--- src/rtl/chop_pkg.sv ---
package chop_pkg;
  localparam int QF     = 15;
  localparam int Q_ONE  = 32767;
  localparam int Q_HALF = 16384;

  typedef enum logic [1:0] {
    MD_CHG      = 2'b00,
    MD_CHG_FAST = 2'b01,
    MD_DIS      = 2'b10,
    MD_DIS_FAST = 2'b11
  } chop_mode_e;

  function automatic logic signed [31:0] sat(input logic signed [31:0] x,
                                             input int lo, input int hi);
    if (x < lo) return 32'(lo);
    if (x > hi) return 32'(hi);
    return x;
  endfunction
endpackage

--- src/rtl/chop_carrier.sv ---
module chop_carrier #(
  parameter int TCH = 16,
  parameter int CW  = $clog2(2*TCH+1)
) (
  input  logic          clk,
  input  logic          rst,
  output logic [CW-1:0] pos,
  output logic          load
);
  localparam int P = 2*TCH;

  logic [CW-1:0] tri_q;
  logic          fall_q;

  always_ff @(posedge clk) begin
    if (rst) begin
      tri_q  <= '0;
      fall_q <= 1'b0;
    end else if (!fall_q) begin
      if (tri_q == CW'(TCH)) begin
        fall_q <= 1'b1;
        tri_q  <= tri_q - 1'b1;
      end else begin
        tri_q <= tri_q + 1'b1;
      end
    end else begin
      if (tri_q == CW'(1)) begin
        fall_q <= 1'b0;
        tri_q  <= '0;
      end else begin
        tri_q <= tri_q - 1'b1;
      end
    end
  end

  // position within the period: rising slope maps directly, falling slope mirrors
  assign pos  = fall_q ? (CW'(P) - tri_q) : tri_q;
  assign load = fall_q && (tri_q == CW'(1));

  a_r2_tri_bound: assert property (@(posedge clk) disable iff (rst)
    tri_q <= CW'(TCH));
  a_r2_peak_rising: assert property (@(posedge clk) disable iff (rst)
    (tri_q == CW'(TCH)) |-> !fall_q);
  a_r2_wrap_to_valley: assert property (@(posedge clk) disable iff (rst)
    load |=> (pos == '0));
endmodule

--- src/rtl/chop_pi.sv ---
module chop_pi
  import chop_pkg::*;
#(
  parameter int KP = 3277,
  parameter int KI = 3277
) (
  input  logic               clk,
  input  logic               rst,
  input  logic               load,
  input  logic               grid,
  input  logic signed [15:0] v_ref,
  input  logic signed [15:0] v_cap,
  output logic signed [15:0] duty
);
  logic signed [31:0] err, prop, inc, sum_d, sum_i, duty_nx, integ_nx;
  logic signed [15:0] integ_q;

  always_comb begin
    err   = 32'(v_ref) - 32'(v_cap);
    prop  = (KP * err) >>> QF;
    inc   = (KI * err) >>> QF;
    sum_d = prop + 32'(integ_q);
    sum_i = inc + 32'(integ_q);
    if (grid) begin
      duty_nx  = sat(sum_d, 0, Q_ONE);
      integ_nx = sat(sum_i, 0, Q_ONE);
    end else begin
      duty_nx  = sat(err, 0, Q_HALF);
      integ_nx = '0;
    end
  end

  always_ff @(posedge clk) begin
    if (rst) begin
      integ_q <= '0;
      duty    <= '0;
    end else if (load) begin
      integ_q <= 16'(integ_nx);
      duty    <= 16'(duty_nx);
    end
  end

  a_r3_preconn_clear: assert property (@(posedge clk) disable iff (rst)
    (load && !grid) |=> (integ_q == 16'sd0 && duty <= 16'sd16384 && duty >= 16'sd0));
  a_r5_integ_nonneg: assert property (@(posedge clk) disable iff (rst)
    integ_q >= 16'sd0);
  a_r6_duty_held: assert property (@(posedge clk) disable iff (rst)
    !load |=> $stable(duty));
endmodule

--- src/rtl/chop_gate.sv ---
module chop_gate
  import chop_pkg::*;
#(
  parameter int TCH = 16,
  parameter int CW  = $clog2(2*TCH+1)
) (
  input  logic               clk,
  input  logic               rst,
  input  logic               load,
  input  logic [CW-1:0]      pos,
  input  logic               grid,
  input  logic               dir_dis,
  input  logic signed [15:0] duty_a,
  input  logic signed [15:0] duty_b,
  output logic               gate_hi,
  output logic               gate_lo,
  output logic [1:0]         mode_o,
  output logic               prd_start,
  output logic signed [15:0] duty_a_o,
  output logic signed [15:0] duty_b_o
);
  localparam int P = 2*TCH;

  logic          dir_q;
  logic [31:0]   na_w, nb_w;
  logic [CW-1:0] na, nb;
  logic          fast, win_a, win_b;
  chop_mode_e    mode_c;

  always_ff @(posedge clk) begin
    if (rst)       dir_q <= 1'b0;
    else if (load) dir_q <= grid & dir_dis;
  end

  always_comb begin
    na_w   = ({16'd0, duty_a} * 32'(P) + 32'd16384) >> QF;
    nb_w   = ({16'd0, duty_b} * 32'(P) + 32'd16384) >> QF;
    na     = CW'(na_w);
    nb     = CW'(nb_w);
    fast   = ({1'b0, na} + {1'b0, nb}) > (CW+1)'(P);
    mode_c = chop_mode_e'({dir_q, fast});
    win_a  = pos < na;
    win_b  = pos >= (CW'(P) - nb);
  end

  always_ff @(posedge clk) begin
    if (rst) begin
      gate_hi   <= 1'b0;
      gate_lo   <= 1'b0;
      mode_o    <= 2'b00;
      prd_start <= 1'b0;
      duty_a_o  <= '0;
      duty_b_o  <= '0;
    end else begin
      gate_hi   <= dir_q ? !win_a : win_a;
      gate_lo   <= dir_q ? !win_b : win_b;
      mode_o    <= mode_c;
      prd_start <= (pos == '0);
      duty_a_o  <= duty_a;
      duty_b_o  <= duty_b;
    end
  end

  a_r3_dir_forced: assert property (@(posedge clk) disable iff (rst)
    (load && !grid) |=> !dir_q);
  a_r6_mode_hold: assert property (@(posedge clk) disable iff (rst)
    !prd_start |-> $stable(mode_o));
  a_r9_chg_disjoint: assert property (@(posedge clk) disable iff (rst)
    (mode_o == MD_CHG) |-> !(gate_hi && gate_lo));
  a_r9_dis_disjoint: assert property (@(posedge clk) disable iff (rst)
    (mode_o == MD_DIS) |-> (gate_hi || gate_lo));
endmodule

--- src/rtl/chop_duty_ctrl.sv ---
module chop_duty_ctrl
  import chop_pkg::*;
#(
  parameter int TCH   = 16,
  parameter int KP_HI = 3277,
  parameter int KI_HI = 3277,
  parameter int KP_LO = 1311,
  parameter int KI_LO = 983
) (
  input  logic               clk,
  input  logic               rst,
  input  logic               grid_on,
  input  logic               dir_dis,
  input  logic signed [15:0] v_ref,
  input  logic signed [15:0] v_up,
  input  logic signed [15:0] v_lo,
  output logic               gate_hi,
  output logic               gate_lo,
  output logic [1:0]         mode,
  output logic               prd_start,
  output logic signed [15:0] duty_up,
  output logic signed [15:0] duty_dn
);
  localparam int CW = $clog2(2*TCH+1);
  localparam int NCAP = 2;
  localparam int KPS [NCAP] = '{KP_HI, KP_LO};
  localparam int KIS [NCAP] = '{KI_HI, KI_LO};

  logic [CW-1:0]      pos;
  logic               load;
  logic signed [15:0] vcap [NCAP];
  logic signed [15:0] duty [NCAP];

  assign vcap[0] = v_up;
  assign vcap[1] = v_lo;

  chop_carrier #(.TCH(TCH), .CW(CW)) u_car (
    .clk(clk), .rst(rst), .pos(pos), .load(load)
  );

  for (genvar g = 0; g < NCAP; g++) begin : g_reg
    chop_pi #(.KP(KPS[g]), .KI(KIS[g])) u_pi (
      .clk(clk), .rst(rst), .load(load), .grid(grid_on),
      .v_ref(v_ref), .v_cap(vcap[g]), .duty(duty[g])
    );
  end

  chop_gate #(.TCH(TCH), .CW(CW)) u_gate (
    .clk(clk), .rst(rst), .load(load), .pos(pos),
    .grid(grid_on), .dir_dis(dir_dis),
    .duty_a(duty[0]), .duty_b(duty[1]),
    .gate_hi(gate_hi), .gate_lo(gate_lo), .mode_o(mode),
    .prd_start(prd_start), .duty_a_o(duty_up), .duty_b_o(duty_dn)
  );
endmodule

--- config.mk ---
export PLATFORM = sky130hd
export DESIGN_NAME = chop_duty_ctrl
export DESIGN_NICKNAME = d
export VERILOG_FILES = /design/src/rtl/chop_pkg.sv /design/src/rtl/chop_carrier.sv /design/src/rtl/chop_pi.sv /design/src/rtl/chop_gate.sv /design/src/rtl/chop_duty_ctrl.sv
export SDC_FILE = /design/constraint.sdc
export NUM_CORES = 1
export LEC_CHECK = 0
export ABC_AREA = 1
export BUFFER_PORTS_ARGS = -buffer_cell sky130_fd_sc_hd__buf_2
export CORE_UTILIZATION = 60
export CTS_CLUSTER_DIAMETER = 50
export DETAILED_ROUTE_END_ITERATION = 7
export PLACE_DENSITY = 0.78
export SLEW_MARGIN = 20
export SYNTH_ARGS = -nofsm -noshare
export SYNTH_HDL_FRONTEND = slang
export SYNTH_SLANG_ARGS = --single-unit
export TNS_END_PERCENT = 1
--- constraint.sdc ---
create_clock -name clk -period 10.86 [get_ports clk]
set_input_delay 2.172 -clock clk [delete_from_list [all_inputs] [get_ports clk]]
set_output_delay 2.172 -clock clk [all_outputs]
set_load 0.01 [all_outputs]
==> results.json <==
{
  "final_cell_mix": "inv_1 (727), nand2_1 (504), ha_1 (326), fa_1 (231), a21oi_1 (197)",
  "rsz0062_at_grt": "no",
  "wl_met2_mm": 25.0,
  "min_path_type": "flop to flop",
  "area.sequential_sq_mm": 0.00218,
  "clkLatencyLatePin_ps": 350,
  "layout_min_cycle_time_ps": 10230,
  "drcViolationCount": 0,
  "detail-route-antenna-nets": 0,
  "maxCapViolCount": 0,
  "dpl.hpwl_mm": 49.3,
  "worst_pin_slew_ps": 815,
  "numPortBuffers": 88,
  "end_kind": "flop",
  "wire_per_inst_um": 16.5,
  "cts_root_buf": "clkbuf_16",
  "cp_slowest_cell": "fa_1",
  "top_layer": "met4",
  "initial_core_util_pct": 61.2,
  "cts_max_path_buffers": 2,
  "syn_to_final_growth_pct": 6.14,
  "met1_length_mm": 25.5,
  "clock.fmax_ghz": 0.0978,
  "fin_util_pct": 65.0,
  "ioPinCount": 89,
  "synthesis.nets": 3511,
  "synthTopCellsByArea": "fa_1 (22%), ha_1 (19%), inv_1 (13%)",
  "die_h_um": 190,
  "fp-row-count": 68,
  "cts_tree": "done",
  "ys_seq_elements": 109,
  "min_from": "g_reg[1].u_pi.duty[6]",
  "wl_met3_mm": 5.19,
  "cp_common_cell": "nand2_1",
  "final_nets": 3588,
  "synth-edff-count": 0,
  "grt_max_degree": 47,
  "gp_congestion": 1.06,
  "via_per_inst": 5.48,
  "numCtsBuffers": 9,
  "grt_usage_pct": 32.2,
  "ys_async_sr_fraction_pct": 0,
  "synth_cell_types": 52,
  "path_class": "input pin to flop",
  "core-area_sq_mm": 0.0347,
  "start_kind": "input pin",
  "fin_tns_setup_ps": 0,
  "syn_area_sq_mm": 0.0213,
  "syn_inst": 2902,
  "cp.arrival_ps": 10510,
  "yosysWarningCount": 0,
  "antenna_found_initial": 0,
  "slew_viol_final": 0,
  "synth_seq_area_share_pct": 10.3,
  "status": "complete, no violations",
  "fill_cells": 3115,
  "dr.pass1.iters": 6,
  "multi_input_area_sq_mm": 0.0161,
  "finClkSkew_ps": 11.5,
  "drt-initial-drc-count": 1285,
  "wirelength_mm": 56.8,
  "htreeDepth": 3,
  "die_area_sq_mm": 0.0362,
  "yosysTopAreaCellShare_pct": 21.8,
  "cts.clk_slew.worst_paths_ps": 70,
  "yosys.area.top_type": "fa_1",
  "min_period_over_period_pct": 94.2,
  "synth_ff_type": "dfxtp_1",
  "layout_commonest_cell": "inv_1",
  "cts_sinks": 109,
  "grt-ovfl-total": 0,
  "layout-drive-gt1-share_pct": 5.80,
  "reg2reg_from": "u_car.tri_q[1]",
  "hold_viol": 0,
  "avgSynthCellArea_sq_um": 7.32,
  "grt_pass1_wl_mm": 92.1,
  "path_max_fanout": 15,
  "vias": 18800,
  "max_slew_margin_pct": 45.2,
  "required_ps": 11150,
  "die_w_um": 190,
  "max_stage_delay_ps": 550,
  "critPathLaunch": "v_ref[0]",
  "setup_violations": 0,
  "grt_pass1_vias": 18400
}
-- repair_timing --
item / 4_1_cts / 5_1_grt
hold buffers: 0 / 0
endpoints found under the setup margin: 0 / 21
gates resized for setup: 0 / 4
buffers inserted: 0 / 0
-- per-layer routing --
metal / track usage, % / up-vias
li1: - / 9165
met1: 45.0 / 8826
met2: 51.7 / 762
met3: 6.24 / 83
met4: 6.65 / 0
met5: 0 / -
-- layout make-up --
type,instances,share of cell area (%)
Inverter,731,12.2
Sequential cell,109,9.67
Clock buffer,9,0.999
Tap cell,455,2.52
Antenna cell,1,0.0111
Multi-Input combinational cell,2023,71.6
Clock inverter,7,0.505
Timing Repair Buffer,105,2.52
-- state kept, by name (all words and copies together), names as in the netlist --
signal and count:
u_gate.mode_o 2, u_gate.duty_a_o 16, u_gate.duty_b_o 16, u_gate.gate_hi 1
g.u_pi.integ_q 32, u_car.tri_q 6, u_gate.dir_q 1, u_car.fall_q 1
u_gate.gate_lo 1, g.u_pi.duty 32, u_gate.prd_start 1
-- metrics by stage --
stage | instances | hold WS, ps | instance area [sq um] | setup WS [ps]
4_1_cts | 3439 | 427 | 22500 | 587
3_5_place_dp | 3423 | 417 | 22200 | 227
3_3_place_gp | 3423 | 405 | 22200 | 418
5_1_grt | 3439 | 448 | 22600 | 3.59
6_report | 3440 | 427 | 22600 | 634
2_1_floorplan | 2902 | 397 | 21300 | 1550
-- cells in the mapped netlist (10+ instances only) --
master      n
o21bai_1   14
nand3_1   150
a21oi_1   197
xor2_1    103
fa_1      231
ha_1      326
inv_1     727
clkbuf_1   18
o21ai_0   107
nor4_1     10
nand2_2    15
nand2_1   504
o21a_1     17
xnor2_1    34
o21ai_1    10
nor2_1    178
a31oi_1    10
dfxtp_1   109
nor3_1     23
a21o_1     13
nand4_1    23
-- cells by family (layout without fill, tap and decap cells) --
family / count (synthesis) / in the layout / synth area share, %
AOI/OAI and AO/OA: 403 / 403 / 10.7
xor gates and xnor gates: 137 / 137 / 5.65
adders and majority gates: 557 / 557 / 41.0
buffers and inverters: 770 / 852 / 13.9
DFF: 109 / 109 / 10.3
muxes: 1 / 1 / 0.0530
other: 0 / 1 / 0
and+or+nand+nor: 925 / 925 / 18.5
-- path summary, 6_finish.rpt --
kind	to	depth (start not counted)	slack, ps
hold reg to reg	u_gate.duty_b_o[6]	2	430
hold / removal	u_gate.duty_b_o[6]	2	430
setup reg to reg	g_reg[1].u_pi.integ_q[1]	12	7660
setup / recovery	g_reg[1].u_pi.integ_q[1]	41	630
-- worst max-delay path: cells and delay by family --
kind	cells	cell delay [ps]
adder cells (fa/ha/maj)	9	3790
AND/OR/NAND/NOR	17	2150
XOR/XNOR	1	290
buffers and inverters	9	870
AO/OA/AOI/OAI	5	1220
Power is left out: the tool's default activity adds up to more than one toggle a clock period on the data nets, which glitch-free logic cannot reach.
